$ cat config.mk
export PLATFORM = sky130hd
export DESIGN_NAME = sprite_dma
export DESIGN_NICKNAME = d
export VERILOG_FILES = /design/src/rtl/sdma_pkg.sv /design/src/rtl/sdma_rst_sync.sv /design/src/rtl/sdma_seq.sv /design/src/rtl/sdma_addr.sv /design/src/rtl/sprite_dma.sv
export SDC_FILE = /design/constraint.sdc
export NUM_CORES = 1
export LEC_CHECK = 0
export BUFFER_PORTS_ARGS = -buffer_cell sky130_fd_sc_hd__buf_2
export CORE_ASPECT_RATIO = 1.75
export CORE_MARGIN = 2
export CORE_UTILIZATION = 50
export CTS_CLUSTER_DIAMETER = 150
export DETAILED_ROUTE_END_ITERATION = 6
export MAX_ROUTING_LAYER = met4
export PLACE_DENSITY = 0.79
export SLEW_MARGIN = 20
export SYNTH_ARGS = -nofsm -noshare
export SYNTH_HDL_FRONTEND = slang
export SYNTH_SLANG_ARGS = --single-unit
$ cat constraint.sdc
create_clock -name clk -period 2.2 [get_ports clk]
set_input_delay 0.44 -clock clk [delete_from_list [all_inputs] [get_ports clk]]
set_output_delay 0.44 -clock clk [all_outputs]
set_load 0.01 [all_outputs]
$ cat src/rtl/sdma_pkg.sv
package sdma_pkg;
  typedef enum logic [1:0] {
    ST_IDLE = 2'd0,
    ST_WAIT = 2'd1,
    ST_COPY = 2'd2
  } sdma_state_e;
endpackage

$ cat src/rtl/sdma_rst_sync.sv
module sdma_rst_sync #(
  parameter int STAGES = 2
) (
  input  logic clk,
  input  logic rst_n,
  output logic rst_sync_n
);
  logic [STAGES-1:0] sync_q;

  always_ff @(posedge clk or negedge rst_n) begin
    if (!rst_n) sync_q <= '0;
    else        sync_q <= {sync_q[STAGES-2:0], 1'b1};
  end

  assign rst_sync_n = sync_q[STAGES-1];
endmodule

$ cat src/rtl/sdma_seq.sv
module sdma_seq
  import sdma_pkg::*;
#(
  parameter int START_DLY = 4,
  parameter int SLOT      = 4,
  parameter int NUM_XFER  = 160
) (
  input  logic        clk,
  input  logic        rst_n,
  input  logic        start_i,
  output sdma_state_e state_o,
  output logic        strobe_o
);
  localparam int TOTAL = START_DLY + SLOT * NUM_XFER;
  localparam int CW    = $clog2(TOTAL + 1);

  sdma_state_e   state_q, state_d;
  logic [CW-1:0] cnt_q, cnt_d;
  logic [CW-1:0] rel;
  logic          slot_end, last_clk, cnt_en;

  // Position inside the copy phase and end-of-slot detection
  always_comb begin
    rel      = cnt_q - CW'(START_DLY);
    slot_end = (rel % CW'(SLOT)) == CW'(SLOT - 1);
    last_clk = cnt_q == CW'(TOTAL - 1);
    strobe_o = (state_q == ST_COPY) && slot_end && !start_i;
  end

  // Next-state logic
  always_comb begin
    state_d = state_q;
    cnt_d   = cnt_q;
    cnt_en  = 1'b0;
    if (start_i) begin
      state_d = ST_WAIT;
      cnt_d   = '0;
      cnt_en  = 1'b1;
    end else begin
      case (state_q)
        ST_WAIT: begin
          cnt_d  = cnt_q + CW'(1);
          cnt_en = 1'b1;
          if (cnt_q == CW'(START_DLY - 1)) state_d = ST_COPY;
        end
        ST_COPY: begin
          cnt_en = 1'b1;
          if (last_clk) begin
            state_d = ST_IDLE;
            cnt_d   = '0;
          end else begin
            cnt_d = cnt_q + CW'(1);
          end
        end
        default: begin
          state_d = ST_IDLE;
        end
      endcase
    end
  end

  always_ff @(posedge clk or negedge rst_n) begin
    if (!rst_n) state_q <= ST_IDLE;
    else        state_q <= state_d;
  end

  always_ff @(posedge clk or negedge rst_n) begin
    if (!rst_n)      cnt_q <= '0;
    else if (cnt_en) cnt_q <= cnt_d;
  end

  assign state_o = state_q;
endmodule

$ cat src/rtl/sdma_addr.sv
module sdma_addr #(
  parameter int          PAGE_W   = 8,
  parameter int          OFF_W    = 8,
  parameter logic [7:0]  DST_PAGE = 8'hFE
) (
  input  logic                    clk,
  input  logic                    rst_n,
  input  logic                    load_i,
  input  logic [PAGE_W-1:0]       page_i,
  input  logic                    advance_i,
  output logic [PAGE_W-1:0]       page_o,
  output logic [PAGE_W+OFF_W-1:0] src_o,
  output logic [PAGE_W+OFF_W-1:0] dst_o
);
  logic [PAGE_W-1:0] page_q;
  logic [OFF_W-1:0]  off_q, off_d;
  logic              off_en;

  always_comb begin
    off_en = load_i || advance_i;
    off_d  = load_i ? '0 : off_q + OFF_W'(1);
  end

  always_ff @(posedge clk or negedge rst_n) begin
    if (!rst_n)      page_q <= '0;
    else if (load_i) page_q <= page_i;
  end

  always_ff @(posedge clk or negedge rst_n) begin
    if (!rst_n)      off_q <= '0;
    else if (off_en) off_q <= off_d;
  end

  assign page_o = page_q;
  assign src_o  = {page_q, off_q};
  assign dst_o  = {PAGE_W'(DST_PAGE), off_q};
endmodule

$ cat src/rtl/sprite_dma.sv
module sprite_dma
  import sdma_pkg::*;
#(
  parameter int         START_DLY = 4,
  parameter int         SLOT      = 4,
  parameter int         NUM_XFER  = 160,
  parameter logic [7:0] DST_PAGE  = 8'hFE
) (
  input  logic        clk,
  input  logic        rst_n,
  input  logic        reg_wr,
  input  logic [7:0]  wdata,
  output logic [7:0]  rdata,
  output logic        xfer_valid,
  output logic [15:0] src_addr,
  output logic [15:0] dst_addr,
  output logic        busy
);
  localparam int PAGE_W = 8;
  localparam int OFF_W  = 8;

  logic        rst_int_n;
  sdma_state_e state;
  logic        strobe;
  logic [7:0]  page;

  sdma_rst_sync #(.STAGES(2)) u_rst (
    .clk        (clk),
    .rst_n      (rst_n),
    .rst_sync_n (rst_int_n)
  );

  sdma_seq #(
    .START_DLY (START_DLY),
    .SLOT      (SLOT),
    .NUM_XFER  (NUM_XFER)
  ) u_seq (
    .clk      (clk),
    .rst_n    (rst_int_n),
    .start_i  (reg_wr),
    .state_o  (state),
    .strobe_o (strobe)
  );

  sdma_addr #(
    .PAGE_W   (PAGE_W),
    .OFF_W    (OFF_W),
    .DST_PAGE (DST_PAGE)
  ) u_addr (
    .clk       (clk),
    .rst_n     (rst_int_n),
    .load_i    (reg_wr),
    .page_i    (wdata),
    .advance_i (strobe),
    .page_o    (page),
    .src_o     (src_addr),
    .dst_o     (dst_addr)
  );

  assign xfer_valid = strobe;
  assign busy       = (state == ST_COPY);
  assign rdata      = (state == ST_IDLE) ? 8'hFF : page;
endmodule

==> results.toml, run 1 <==
[timing]
final-setup-viol-count = 0
final_hold_viol_count = 0
fin_skew_ps = 4.683
post-route-period-util_pct = 89.86
timing_max_transition_violations_final = 0
unrepaired_setup_endpoints_after_global_routing = "false"
setup_tns_ps = 0
period_minus_slack_ps = 1977
maxClockFrequency_ghz = 0.5058

[cells_and_area]
layout_overhead_on_the_synthesized_area_pct = 17.11
antenna_cells_inserted = 0
post_route_cells_drive_above_1_share_pct = 37.25
filler_cell_count = 280
stdcell_count = 247
nNetsFinal = 219

[placement]
placedCellCount = 238
placement.io_buffers = 44
hpwl_reported_at_the_end_of_detailed_placement_um = 2418
gpl.final_weighted_congestion = 0.7956

[drt]
detail_route.vias_per_cell = 5.174
via_count = 1278
drt-initial-drc-count = 48
detail_route.drc_violations = 0
first_pass_iters = 4
route.antenna.remaining_nets = 0
wl_per_cell_um = 12.82
routed_wl_um = 3167

[critical_path]
reg2reg_slack_ps = 280
ff2ff_path_depth = 6
worst_r2r_startpoint = "u_seq.state_o[0]"
critical_path_required_ps = 1760
crit_path_start_kind = "register"
crit_path_end_kind = "primary output"
endpoint = "xfer_valid"
worst_setup_path_startpoint = "u_seq.state_o[0]"
worstPathArrival_ps = 1540
criticalPathCategory = "reg -> out"
regToRegEndpoint = "u_seq.cnt_q[8]"
critical_path_peak_fanout = 9

[logic_synthesis]
ys.flop_type = "dfrtp_1"
yosys_warnings = 0
yosys.area.top_type_share_pct = 45.63
ys_types = 35
yosys-top-cells-area = "dfrtp_1, buf_4, mux2_2, xor2_1, ha_1"
netlist_instances = 162
postSynthRegisterBits = 30
synth-edff-count = 0
syn-cell-area_sq_um = 1645
postSynthAreaPerCell_sq_um = 10.16
async_reset_ff_share_pct = 100.0
synthDominantAreaCellType = "dfrtp_1"
yosysSeqAreaShare_pct = 45.63

[clock_tree]
clkLatencyLatePin_ps = 280
cts.sinks = 30
tritoncts_clock_tree = "built"
cts.path.max_buffers = 2
root_buffer = "clkbuf_8"
cts_setup_buffers = 0
cts_repair_resize_count = 0
num_cts_buffers = 5
clk_pin_slew_worst_paths_ps = 60
ctsHtreeMaxLevel = 2
holdBufCountCts = 1

[power_and_ir_drop]
leakage_power_nw = 0.9410
pwr_dens_nw_per_um2 = 807.8
vdd.ir_drop.worst_mv = 0.5766

[floorplan]
fp.coreArea_sq_um = 3142
num_rows = 27
die_height_um = 79.89
initial_utilization_pct = 52.37
fp.dieArea_sq_um = 3784
pin_count = 53
dieWidth_um = 47.37

[run_status]
outcome = "complete, no violations"

[global_routing]
antenna_found_initial = 0
grt_remaining_overflow = 0
number_of_global_route_vias_before_repair = 1212
gr_usage_total_pct = 19.81
grt_start_max_net_pins = 29
grt_first_pass_wirelength_um = 5195

[worst_hold_path]
holdCritPathClass = "reg -> async"

[flow_run]
drv.max_cap_violation_count = 0
==> metrics by stage <==
step	util (%)	cell area (sq um)	setup slack [ps]	total power, mW	hold slack [ps]
after global placement	58.10	1826	289.4	1.100	225.7
after CTS	61.33	1927	231.2	1.575	250.7
after global routing	61.33	1927	9.204	1.657	288.3
after floorplan	-	1672	285.8	0.9784	144.4
after detailed placement	58.10	1826	292.0	1.120	227.0
final	61.33	1927	223.1	1.557	233.2
==> cell families after synthesis <==
| group | Yosys count | share of synthesized area (%) |
|---|---|---|
| and+or+nand+nor | 59 | 20.76 |
| muxes | 8 | 5.476 |
| DFF | 30 | 45.63 |
| xor gates and xnor gates | 11 | 5.856 |
| buffers and inverters | 24 | 9.125 |
| adders and majority gates | 5 | 3.802 |
| other | 2 | 0.4564 |
| AOI/OAI and AO/OA | 23 | 8.898 |
==> worst max-delay path: stages (launching register included) <==
cell     delay, ps
dfrtp_1        380
inv_1          100
ha_1           320
nand2_1        200
nor2_1         110
buf_2          130
==> power by group <==
group          internal, mW  leakage, nW  switching [mW]
clock                 0.252       0.0482           0.194
sequential            0.599        0.391          0.0333
combinational         0.204        0.502           0.274
==> sequential cells by signal, summed over array words and instances (netlist names) <==
name and cells:
u_addr.off_q 8, u_addr.page_o 8, u_rst.sync_q 2, u_seq.cnt_q 10
u_seq.state_o 2
==> layer usage <==
| layer | GRT usage [%] | routed length, um |
|---|---|---|
| met3 | 4.977 | 126 |
| met2 | 34.05 | 1777 |
| met5 | - | 0 |
| met1 | 19.74 | 1187 |
| met4 | 8.889 | 76 |
==> final cells by class <==
cell class / instances / area [sq um] / area share, %
multi-input combinational: 115 / 770.7 / 40.00
sequential: 30 / 750.7 / 38.96
timing repair buffer: 47 / 245.2 / 12.73
clock buffer: 7 / 86.33 / 4.481
tap: 43 / 53.80 / 2.792
inverter: 4 / 15.01 / 0.7792
clock inverter: 1 / 5.005 / 0.2597
==> worst min path at each step <==
| stage | startpoint | end | cells past startpoint |
|---|---|---|---|
| floorplan | rst_n | u_rst.sync_q[0] | 0 |
| global placement | rst_n | u_rst.sync_q[1] | 1 |
| detailed placement | rst_n | u_rst.sync_q[0] | 1 |
| CTS | u_rst.sync_q[1] | u_addr.page_o[0] | 1 |
| global route | u_rst.sync_q[1] | u_addr.page_o[5] | 1 |
| finish | u_rst.sync_q[1] | u_addr.page_o[2] | 1 |
==> synth_stat cells (2+ instances only) <==
cell type	number
o21ai_0	8
nor2_1	14
and3_1	2
nand2_1	10
nor3_1	3
clkbuf_1	3
dfrtp_1	30
nand3_1	2
nor3_2	2
xnor2_1	3
buf_4	16
or3_1	7
ha_1	5
mux2_2	8
conb_1	2
inv_1	4
nand4_1	3
o211ai_1	2
xor2_1	8
o2111ai_1	2
or2_2	8
a21oi_1	6
and2_1	2
==> layout by cell type (no fill, tap or decap), types with 7 or more instances in the layout <==
cell / instances
dfrtp_1: 30
xor2_1: 8
o21ai_0: 8
mux2_2: 8
nor2_1: 14
buf_2: 44
conb_1: 9
nand2_1: 10
or3_1: 7
or2_2: 8
No activity file was read; power rests on OpenSTA's default activity.
==> run 2: changes to the inputs <==
Settings changed: BUFFER_PORTS_ARGS -buffer_cell sky130_fd_sc_hd__buf_2 to -buffer_cell sky130_fd_sc_hd__clkbuf_2, CTS_CLUSTER_DIAMETER 150 to unset.
==> run 2 against run 1 <==
Utilization grew 0.60 points. Routed wire length down 0.95%. Clock power rose by 15%. Critical path type unchanged.
==> results.toml, run 2 (synthesized netlist as in run 1, its figures left out) <==
[power_and_ir_drop]
pwr_dens_nw_per_um2 = 829.2
leakage_power_nw = 0.9409
vdd.ir_drop.worst_mv = 0.4052

[clock_tree]
cts_setup_buffers = 0
tritoncts_clock_tree = "built"
clkLatencyLatePin_ps = 280
cts.path.max_buffers = 2
ctsHtreeMaxLevel = 2
root_buffer = "clkbuf_8"
num_cts_buffers = 5
cts.sinks = 30
clk_pin_slew_worst_paths_ps = 60

[drt]
first_pass_iters = 4
via_count = 1268
wl_per_cell_um = 12.70
detail_route.drc_violations = 0
drt-initial-drc-count = 25
detail_route.vias_per_cell = 5.134
routed_wl_um = 3137
route.antenna.remaining_nets = 0

[cells_and_area]
layout.cells.most_common = "clkbuf_2"
largest_register_ffs = 10
regMostFlops = "u_seq.cnt_q"
nNetsFinal = 219
stdcell_area_sq_um = 1946
layout_overhead_on_the_synthesized_area_pct = 18.25
antenna_cells_inserted = 0
post_route_cells_drive_above_1_share_pct = 37.75
final_cell_mix = "clkbuf_2, dfrtp_1, nor2_1"

[global_routing]
antenna_found_initial = 0
grt_start_max_net_pins = 29
gr_usage_total_pct = 19.73
grt_first_pass_wirelength_um = 5188
grt_remaining_overflow = 0
number_of_global_route_vias_before_repair = 1212

[floorplan]
fp.dieArea_sq_um = 3784
dieWidth_um = 47.37
num_rows = 27
die_height_um = 79.89
initial_utilization_pct = 52.37
pin_count = 53
fp.coreArea_sq_um = 3142

[timing]
unrepaired_setup_endpoints_after_global_routing = "false"
maxClockFrequency_ghz = 0.5005
final_hold_viol_count = 0
final-setup-viol-count = 0
fin_skew_ps = 4.083
timing_max_transition_violations_final = 0
post-route-period-util_pct = 90.82
period_minus_slack_ps = 1998
setup_tns_ps = 0

[critical_path]
crit_buf_inv = 2
slowest_delay_ps = 390
critPathSlowestCell = "dfrtp_1"
reg2reg_slack_ps = 260
criticalPathCategory = "reg -> out"
crit_path_end_kind = "primary output"
cp_top_family = "flip-flops"
worstPathArrival_ps = 1560
critical_path_required_ps = 1760
crit_path_start_kind = "register"
critical_path_peak_fanout = 9
cp_cell_sequence = "inv_1 -> ha_1 -> nand2_1 -> nor2_1 -> clkbuf_2"

[placement]
gpl.final_weighted_congestion = 0.7672
placement.io_buffers = 44
postPlaceCellArea_sq_um = 1826
hpwl_reported_at_the_end_of_detailed_placement_um = 2403

[flow_run]
drv.max_cap_violation_count = 0

[worst_hold_path]
holdCritPathClass = "reg -> async"

[run_status]
outcome = "complete, no violations"
[run 2: layout make-up]
type	count	area, sq um
clock buffers	8	110.1
inverters	4	15.01
fillers	289	1196
well taps	43	53.80
repair buffers	47	245.2
flip-flops and latches	30	750.7
multi-input cells	115	770.7
[run 2: worst reg2reg max path: stages (launching register included)]
cell and delay (ps):
dfrtp_1 390, inv_1 100, ha_1 340, o21a_1 340, o21ai_0 180, or3_1 380, a21oi_1 150
[run 2: power breakdown]
part / internal (mW) / leakage, nW / switching, mW
registers: 0.599 / 0.391 / 0.0347
logic: 0.201 / 0.492 / 0.265
clock network: 0.315 / 0.0575 / 0.198
[run 2: worst paths after layout]
check                                 startpoint                to  cells after the start
worst max-delay path            u_seq.state_o[0]        xfer_valid                      5
worst max register to register  u_seq.state_o[0]    u_seq.cnt_q[7]                      6
max in group asynchronous                  rst_n   u_rst.sync_q[1]                      2
min in group clk                 u_rst.sync_q[0]   u_rst.sync_q[1]                      0
worst min-delay path             u_rst.sync_q[1]  u_addr.page_o[0]                      1
worst min register to register   u_rst.sync_q[1]  u_addr.page_o[0]                      1
[run 2: stage by stage]
step	worst slack [ps]	std cells	utilization, %	power [mW]	hold WS [ps]
after detailed placement	258.3	238	58.10	1.115	230.4
after global placement	305.0	238	58.10	1.103	226.7
after floorplan	285.8	169	-	0.9784	144.4
final	202.1	247	61.93	1.613	233.7
after CTS	189.7	247	61.93	1.634	258.3
after global routing	61.30	247	61.93	1.717	296.1
[run 2: routing by layer]
layer | share of wire, % | vias to the layer above | global-route usage, %
li1 | - | 615 | -
met3 | 3.8 | 9 | 3.620
met5 | 0 | - | -
met1 | 39 | 609 | 21.67
met4 | 2.6 | 0 | 10.83
met2 | 55 | 35 | 31.89
[run 2: what timing repair did]
item / 4_1_cts / 5_1_grt
endpoints found under the hold margin: 2 / 0
resized for setup: 0 / 0
hold buffers: 1 / 0
